===== config.mk =====
export PLATFORM = sky130hd
export DESIGN_NAME = wrap_ptr_unit
export DESIGN_NICKNAME = d
export VERILOG_FILES = /design/src/rtl/aru_pkg.sv /design/src/rtl/aru_step.sv /design/src/rtl/aru_lane.sv /design/src/rtl/wrap_ptr_unit.sv
export SDC_FILE = /design/constraint.sdc
export NUM_CORES = 1
export LEC_CHECK = 0
export BUFFER_PORTS_ARGS = -buffer_cell sky130_fd_sc_hd__buf_2
export CAP_MARGIN = 15
export CELL_PAD_IN_SITES_DETAIL_PLACEMENT = 0
export CELL_PAD_IN_SITES_GLOBAL_PLACEMENT = 2
export CORE_ASPECT_RATIO = 0.8
export CORE_MARGIN = 2
export CORE_UTILIZATION = 37
export CTS_CLUSTER_SIZE = 12
export DETAILED_ROUTE_END_ITERATION = 7
export PLACE_DENSITY = 0.84
export SYNTH_ARGS = -nofsm -noshare
export SYNTH_HDL_FRONTEND = slang
export SYNTH_SLANG_ARGS = --single-unit

===== constraint.sdc =====
create_clock -name clk -period 7.66 [get_ports clk]
set_input_delay 1.532 -clock clk [delete_from_list [all_inputs] [get_ports clk]]
set_output_delay 1.532 -clock clk [all_outputs]
set_load 0.01 [all_outputs]

===== src/rtl/aru_pkg.sv =====
package aru_pkg;

    typedef enum logic [1:0] {
        STEP_BACK = 2'b00,
        STEP_FWD  = 2'b01,
        STEP_IDX  = 2'b10,
        STEP_HOLD = 2'b11
    } step_e;

    typedef enum logic [1:0] {
        TGT_PTR  = 2'b00,
        TGT_IDX  = 2'b01,
        TGT_WRAP = 2'b10,
        TGT_NONE = 2'b11
    } tgt_e;

endpackage


===== src/rtl/aru_step.sv =====
module aru_step
    import aru_pkg::*;
#(
    parameter int DW = 16
) (
    input  logic [DW-1:0] cur_i,
    input  logic [DW-1:0] idx_i,
    input  logic [DW-1:0] wrap_i,
    input  step_e         op_i,
    output logic [DW-1:0] nxt_o
);
    localparam logic [DW-1:0] ONE = {{(DW-1){1'b0}}, 1'b1};

    logic [DW-1:0] back_v, fwd_v, idx_v, mag, hi, lo;

    always_comb begin
        // single back/forward steps wrap at the window edge
        back_v = ((cur_i & wrap_i) == '0) ? (cur_i | wrap_i) : (cur_i - ONE);
        fwd_v  = ((cur_i & wrap_i) == wrap_i) ? (cur_i & ~wrap_i) : (cur_i + ONE);

        // stride: window bits wrap, upper bits take the plain sum of the upper part
        mag = idx_i[DW-1] ? (~idx_i + ONE) : idx_i;
        if (idx_i[DW-1]) begin
            hi = (cur_i - (mag & ~wrap_i)) & ~wrap_i;
            lo = (cur_i - mag) & wrap_i;
        end else begin
            hi = (cur_i + (idx_i & ~wrap_i)) & ~wrap_i;
            lo = (cur_i + idx_i) & wrap_i;
        end
        idx_v = hi | lo;

        case (op_i)
            STEP_BACK: nxt_o = back_v;
            STEP_FWD:  nxt_o = fwd_v;
            STEP_IDX:  nxt_o = idx_v;
            default:   nxt_o = cur_i;
        endcase
    end
endmodule


===== src/rtl/aru_lane.sv =====
module aru_lane
    import aru_pkg::*;
#(
    parameter int DW   = 16,
    parameter int NPTR = 4,
    localparam int SW  = $clog2(NPTR)
) (
    input  logic [NPTR*DW-1:0] ptr_all_i,
    input  logic [NPTR*DW-1:0] idx_all_i,
    input  logic [NPTR*DW-1:0] wrap_all_i,
    input  logic [SW-1:0]      sel_i,
    input  logic [1:0]         op_i,
    output logic [DW-1:0]      nxt_o
);
    logic [DW-1:0] cur, idx, wrap;

    always_comb begin
        cur  = ptr_all_i[int'(sel_i)*DW +: DW];
        idx  = idx_all_i[int'(sel_i)*DW +: DW];
        wrap = wrap_all_i[int'(sel_i)*DW +: DW];
    end

    aru_step #(.DW(DW)) u_step (
        .cur_i  (cur),
        .idx_i  (idx),
        .wrap_i (wrap),
        .op_i   (step_e'(op_i)),
        .nxt_o  (nxt_o)
    );
endmodule


===== src/rtl/wrap_ptr_unit.sv =====
module wrap_ptr_unit
    import aru_pkg::*;
#(
    parameter int DW    = 16,
    parameter int NPTR  = 4,
    parameter int NPORT = 2,
    localparam int SW   = $clog2(NPTR)
) (
    input  logic                  clk,
    input  logic                  rst_n,
    input  logic [NPORT-1:0]      upd_vld,
    input  logic [NPORT*SW-1:0]   upd_sel,
    input  logic [NPORT*2-1:0]    upd_op,
    input  logic                  cfg_we,
    input  logic [1:0]            cfg_tgt,
    input  logic [SW-1:0]         cfg_sel,
    input  logic [DW-1:0]         cfg_data,
    output logic [NPORT-1:0]      res_vld,
    output logic [NPORT*DW-1:0]   res_val,
    output logic [NPTR*DW-1:0]    ptr_val
);
    typedef struct packed {
        logic [NPTR-1:0][DW-1:0]  ptr;
        logic [NPTR-1:0][DW-1:0]  idx;
        logic [NPTR-1:0][DW-1:0]  wrap;
        logic [NPORT-1:0]         rvld;
        logic [NPORT-1:0][DW-1:0] rval;
    } st_t;

    st_t st_d, st_q;
    logic [NPORT-1:0][DW-1:0] lane_nxt;

    for (genvar p = 0; p < NPORT; p++) begin : g_lane
        aru_lane #(.DW(DW), .NPTR(NPTR)) u_lane (
            .ptr_all_i  (st_q.ptr),
            .idx_all_i  (st_q.idx),
            .wrap_all_i (st_q.wrap),
            .sel_i      (upd_sel[p*SW +: SW]),
            .op_i       (upd_op[p*2 +: 2]),
            .nxt_o      (lane_nxt[p])
        );
    end

    always_comb begin
        st_d = st_q;
        for (int p = 0; p < NPORT; p++) begin
            st_d.rvld[p] = upd_vld[p];
            if (upd_vld[p]) st_d.rval[p] = lane_nxt[p];
        end
        // highest lane applied first so lane 0 lands last and wins
        for (int p = NPORT - 1; p >= 0; p--) begin
            if (upd_vld[p]) st_d.ptr[upd_sel[p*SW +: SW]] = lane_nxt[p];
        end
        // configuration write overrides any lane
        if (cfg_we) begin
            case (tgt_e'(cfg_tgt))
                TGT_PTR:  st_d.ptr[cfg_sel]  = cfg_data;
                TGT_IDX:  st_d.idx[cfg_sel]  = cfg_data;
                TGT_WRAP: st_d.wrap[cfg_sel] = cfg_data;
                default:  ;
            endcase
        end
    end

    always_ff @(posedge clk) begin
        if (!rst_n) begin
            st_q.ptr  <= '0;
            st_q.idx  <= '0;
            st_q.wrap <= '1;
            st_q.rvld <= '0;
            st_q.rval <= '0;
        end else begin
            st_q <= st_d;
        end
    end

    assign res_vld = st_q.rvld;
    assign res_val = st_q.rval;
    assign ptr_val = st_q.ptr;
endmodule


==> Yosys cells after proc, flatten, opt, wreduce, memory -nomap -nowiden <==
Cells that the tools add are included.
{ "word_totals": {"reg_bits": 226, "inputBits": 33, "out_inout_bits": 98, "elab_cells": 112} }
{ "op_classes": {"add_sub_neg": 14, "magnitude_cmp": 6, "eq_ne": 8, "n_shift": 6, "mux": 29, "bitwise_logic": 24, "n_reduce_logical": 10} }
{ "op_table": {"columns": ["op", "count"], "rows": [
  ["64-bit by 7-bit variable part select with 16-bit output", 6],
  ["64-bit bitwise mux", 5],
  ["64-bit two-way mux", 5],
  ["16-bit AND", 16],
  ["16-bit two-way mux", 13],
  ["192-bit two-way mux", 1],
  ["16-bit demux with 2-bit select", 3],
  ["16-bit one-hot mux with 3 select lines", 2],
  ["16-bit by 1-bit adder with 16-bit output (second input constant)", 4],
  ["16-bit adder", 4],
  ["16-bit NOT", 4],
  ["16-bit OR", 4],
  ["16-bit subtractor", 4],
  ["16-bit equality test", 2],
  ["16-bit zero test", 2],
  ["16-bit by 1-bit subtractor with 16-bit output (second input constant)", 2],
  ["2-bit by 3-bit < comparator with 1-bit output (second input constant)", 3],
  ["2-bit by 1-bit equality test with 1-bit output (second input constant)", 3],
  ["2-bit equality test (second input constant)", 3],
  ["2-bit by 1-bit greater-or-equal comparator with 1-bit output (second input constant)", 3],
  ["2-bit zero test", 3],
  ["2-bit AND reduction", 2],
  ["1-bit logical AND", 3]
]} }

==> Longest topological paths before layout <==
{ "depth": {"depth_word": 17, "depth_mapped": 24, "depth_no_buf": 21} }

==> Cells and area by module <==
Synthesis repeated with hierarchy kept, for this count alone.
{ "unflattened": {"hier_cells": 2525, "area_unflattened_um2": 21226.6} }
{ "modules_own_cells": {"columns": ["mod", "n_inst", "cells_each", "area_each_um2", "seq_area_each_um2"], "rows": [
  ["wrap_ptr_unit", 1, 1166, 10700.3, 4524.3],
  ["aru_step at g_lane[0].u_lane.u_step", 1, 618, 4117.7, 0.0],
  ["aru_step at g_lane[1].u_lane.u_step", 1, 625, 4103.9, 0.0],
  ["aru_lane", 2, 58, 1152.4, 0.0]
]} }

==> Worst setup path after synthesis <==
OpenSTA, ideal clock, no wires.
{ "synth_path": {"path_type": "input to register", "from": "input upd_sel[0]", "to": "register st_q, in the netlist res_val[15]", "t_arrival_ps": 6523, "t_required_ps": 7532, "setup_slack_ps": 1009, "path_stages": 18, "path_cell_list": "buf_6 -> mux4_2 -> or3_4 -> or3_4 -> or3_4 -> or3_4 -> or3_4 -> nand2_1 -> nand3_1 -> o21a_1 -> ha_1 -> o211ai_1 -> o41ai_1 -> a31oi_1 -> and3b_1 -> o41ai_1 -> mux2_2 -> nor2_1"} }
{ "synth_via": {"elab_chain_len": 10, "elab_cells_between_ends": 30, "cone_classes": "add/sub: 7; eq/ne: 1; shift: 3; mux: 6; bitwise: 12; reduce/logical: 1"} }
{ "synth_lines": {"columns": ["item", "line", "text"], "rows": [
  ["start, declared", "wrap_ptr_unit.sv:12", "input logic [NPORT*SW-1:0] upd_sel,"],
  ["64-bit by 7-bit variable part select with 16-bit output", "aru_lane.sv:19", "idx = idx_all_i[int'(sel_i)*DW +: DW];"],
  ["16-bit NOT", "aru_step.sv:22", "mag = idx_i[DW-1] ? (~idx_i + ONE) : idx_i;"],
  ["16-bit by 1-bit adder with 16-bit output", "aru_step.sv:22", null],
  ["16-bit two-way mux", "aru_step.sv:22", null],
  ["16-bit AND", "aru_step.sv:24", "hi = (cur_i - (mag & ~wrap_i)) & ~wrap_i;"],
  ["16-bit subtractor", "aru_step.sv:24", null],
  ["16-bit AND", "aru_step.sv:24", null],
  ["16-bit two-way mux", "aru_step.sv:23", "if (idx_i[DW-1]) begin"],
  ["16-bit OR", "aru_step.sv:30", "idx_v = hi | lo;"],
  ["16-bit one-hot mux with 3 select lines *", "aru_step.sv:32", "case (op_i)"],
  ["end signal, assigned", "wrap_ptr_unit.sv:73", "st_q <= st_d;"],
  ["end, declared", "wrap_ptr_unit.sv:30", "st_t st_d, st_q;"]
]} }
Every way passes the cells marked *; elsewhere a longest branch is shown, timed or not.
A chain may end at the register's enable or synchronous reset.

==> Worst setup path in the final report <==
{ "layout_path": {"from": "input upd_sel[0]", "to": "register st_q, in the netlist ptr_val[61]"} }
{ "layout_via": {"elab_chain_len": 15, "elab_cells_between_ends": 40, "cone_classes": "add/sub: 7; order compare: 2; eq/ne: 1; shift: 3; mux: 13; bitwise: 12; reduce/logical: 2"} }
{ "layout_lines": {"columns": ["item", "line", "text"], "rows": [
  ["64-bit by 7-bit variable part select with 16-bit output", "aru_lane.sv:19", null],
  ["16-bit NOT", "aru_step.sv:22", null],
  ["16-bit by 1-bit adder with 16-bit output", "aru_step.sv:22", null],
  ["16-bit two-way mux", "aru_step.sv:22", null],
  ["16-bit AND", "aru_step.sv:24", null],
  ["16-bit subtractor", "aru_step.sv:24", null],
  ["16-bit AND", "aru_step.sv:24", null],
  ["16-bit two-way mux", "aru_step.sv:23", null],
  ["16-bit OR", "aru_step.sv:30", null],
  ["16-bit one-hot mux with 3 select lines", "aru_step.sv:32", null],
  ["64-bit bitwise mux *", "wrap_ptr_unit.sv:52", "if (upd_vld[p]) st_d.ptr[upd_sel[p*SW +: SW]] = lane_nxt[p];"],
  ["64-bit two-way mux *", "wrap_ptr_unit.sv:52", null],
  ["64-bit bitwise mux", "wrap_ptr_unit.sv:57", "TGT_PTR: st_d.ptr[cfg_sel] = cfg_data;"],
  ["64-bit two-way mux", "wrap_ptr_unit.sv:56", "case (tgt_e'(cfg_tgt))"],
  ["192-bit two-way mux *", "wrap_ptr_unit.sv:55", "if (cfg_we) begin"]
]} }
Marked as above.

==> reports/results.txt <==
DP Cell Count = 3,080
Synth Area in Compound Gates = 22.2%
DRC Markers = 0
Clock Latency Late Sink = 0.60 ns
Crit path required time = 8.18 ns
R2r setup slk = 1.76 ns
Synth Flop Type = dfxtp_1
Post-synth top cells = 403 x nand2_1, 226 x dfxtp_1, 200 x nor2_1, 186 x a21oi_1, 126 x clkbuf_1
Adder-cell area share of the yosys netlist = 5.23%
Syn Area/Cell = 7.86 µm²
Syn Std Cell Area = 0.0188 mm²
Startpoint Class = input port
Fin Setup TNS = 0 ns
Vias in the first global route = 18,400
Syn Inst Count = 2,387
#FFs+latches synth = 226
CP max stage cell = o41ai_1
Main combinational cell family by area after synthesis = simple AND/OR/NAND/NOR gates
Setup-violating endpoint count in the final report = 0
CP Data Arrival Time = 7.34 ns
Syn_nets = 2,496
Status = complete, no violations
Critical path's most frequent cell = or3_4
Seq/Total Area, Yosys = 24.1%
Initial antenna violation count = 1
# IOs = 131
MaxCap Viol Count = 0
Num CTS Buffers = 28
Worst Skew = 0.0611 ns
Reg-to-Reg End = ptr_val[61]
Pwr/cell area = 219 mW/mm²
Critical Path End = ptr_val[61]
Post-CTS Resized = 0
Non-Filler Instances = 3,135
Vias/cell = 6.44
Drt initial violations = 2,699
Total GRT Usage = 30.7%
Global placer's final weighted congestion = 0.960
Root Buffer = clkbuf_16
Synth Area in Simple Gates = 25.0%
Min cycle time layout = 6.82 ns
Final wirelength = 83.5 mm
Multiplexer area fraction after synthesis = 15.1%
Critical Path Sink Type = flip-flop
Worst slack, placed = 0.356 ns
Synthesis warning total = 0
Max incr delay on CP = 0.70 ns
Yosys top cell by area = dfxtp_1
Fin. Hold Viols = 0
Post-DP HPWL = 61.5 mm
Final worst slack = 0.838 ns
Gr ovfl total = 0
Max Root-Sink Buffers = 3
Die Y = 205 µm
CTS H-tree lvls = 1
Area added between synthesis and finish = 12.2%
Number of synthesized flops with an enable pin = 0
Worst Reg-to-Reg Cells = 17
Fin area = 0.0210 mm²
Max FO, Critical Path = 11
Top-count cell post-synth = nand2_1
Detail-routed net length per standard cell = 26.6 µm
Core Box Area = 0.0499 mm²
Hold-fix buffers, CTS = 0
Slew headroom = 25.2%
Worst-path cell chain = buf_4 -> buf_4 -> mux4_2 -> or3_4 -> or3_4 -> or3_4 -> or3_4 -> or3_4 -> nand2_1 -> nand3_1 -> o21a_1 -> ha_1 -> o211ai_1 -> o41ai_1 -> xor2_1 -> a21oi_1 -> a21oi_1 -> a221oi_1 -> o22ai_1
Max-slew violation count = 0
Post-DP Area = 0.0200 mm²
Chip Width = 256 µm
Total power draw = 4.61 mW
CTS tree = built
Rows = 73
Final hold slack = 0.462 ns
Clock slew at reported path FFs = 0.07 ns
Max rail drop VDD = 0.178 mV
Synth top area share = 24.1%
Pre-Repair DR Iteration Count = 6
Routed via count = 20,200
Die area = 0.0525 mm²
Synth Area in XOR/XNOR = 3.88%
Final core utilization = 42.2%
Final net count = 2,545
CP startpoint = upd_sel[0]
Post-CTS setup buffer count = 0
Count of cell types in the netlist = 81
Static leakage = 8.18 nW
ANT nets after route = 0
Worst-Margin Slew = 1.12 ns
WS Path Type = in2reg
RSZ-0062 raised after global routing = false
Final period utilization = 89.1%
Worst hold path class = reg2reg
CTS Sinks = 226
Async SR Flop Fraction = 0%
Synth top area cells = dfxtp_1 24%, mux4_2 12%, nand2_1 8.1%
Largest net degree at the start of global routing = 101
First-pass GRT wire length = 122 mm
PortBufs = 130
Highest achievable clock rate = 0.147 GHz
Proportion of layout cells with a drive suffix above 1 = 16.1%
Initial Utilization = 37.6%
cells by family (layout without fill, tap and decap cells):
logic type                 count (synthesis)  after routing
and+or+nand+nor                         1008           1008
DFF                                      226            226
adders and majority gates                 76             76
buffers and inverters                    205            275
other                                      0              3
muxes                                    158            158
AOI/OAI and AO/OA                        631            631
xor gates and xnor gates                  83             83
per-layer routing:
| metal | vias to the layer above | GRT usage, % | part of all wire, % |
|---|---|---|---|
| met4 | 0 | 10.9 | 3.7 |
| met2 | 1249 | 44.1 | 40 |
| met5 | - | 0 | 0 |
| met1 | 9878 | 45.1 | 44 |
| met3 | 151 | 6.29 | 11 |
| li1 | 8925 | - | - |
worst max-delay path, delay by kind of cell:
family	cells	cell delay [ns]
simple gates	7	2.23
mux	1	0.59
xor+xnor	1	0.22
buf+inv	2	0.40
fa+ha+maj	1	0.33
compound gates	7	2.03
report_power, final:
part | switching [mW] | internal, mW
logic | 1.15 | 0.675
registers | 0.0664 | 1.24
clock network | 0.573 | 0.901
total | 1.79 | 2.82
cell usage in the layout, fill, tap and decap left out, types with 31 or more instances in the layout:
master,synthesis,final
nor3_1,72,69
nand2_1,403,403
nor2_1,200,200
mux2i_1,47,47
mux4_2,97,97
inv_1,38,37
xnor2_1,56,56
or3_1,31,31
dfxtp_1,226,226
nand3_1,102,102
a21oi_1,186,186
ha_1,72,72
nor2b_1,34,34
a211oi_1,34,34
buf_4,2,55
o21ai_0,110,109
buf_2,19,128
nand2b_1,54,54
o22ai_1,32,32
worst min path at each step:
stage             endpoint  slack [ns]   startpoint  cells after the start
2_1_floorplan    flip-flop        0.44    flip-flop                      2
3_3_place_gp     flip-flop        0.45    flip-flop                      2
3_5_place_dp   res_val[26]        0.46  res_val[26]                      2
4_1_cts        res_val[26]        0.47  res_val[26]                      2
5_1_grt          flip-flop        0.48    flip-flop                      2
6_report       res_val[26]        0.46  res_val[26]                      2
layout make-up:
type	instances	area, µm²
diodes	3	7.51
repair buffers	183	1050
clock inverters	10	170
multi-input cells	1956	13400
fillers	5113	28800
well taps	675	845
flip-flops and latches	226	4520
clock buffers	41	850
inverters	41	156
(Power assumes the default switching activity.)
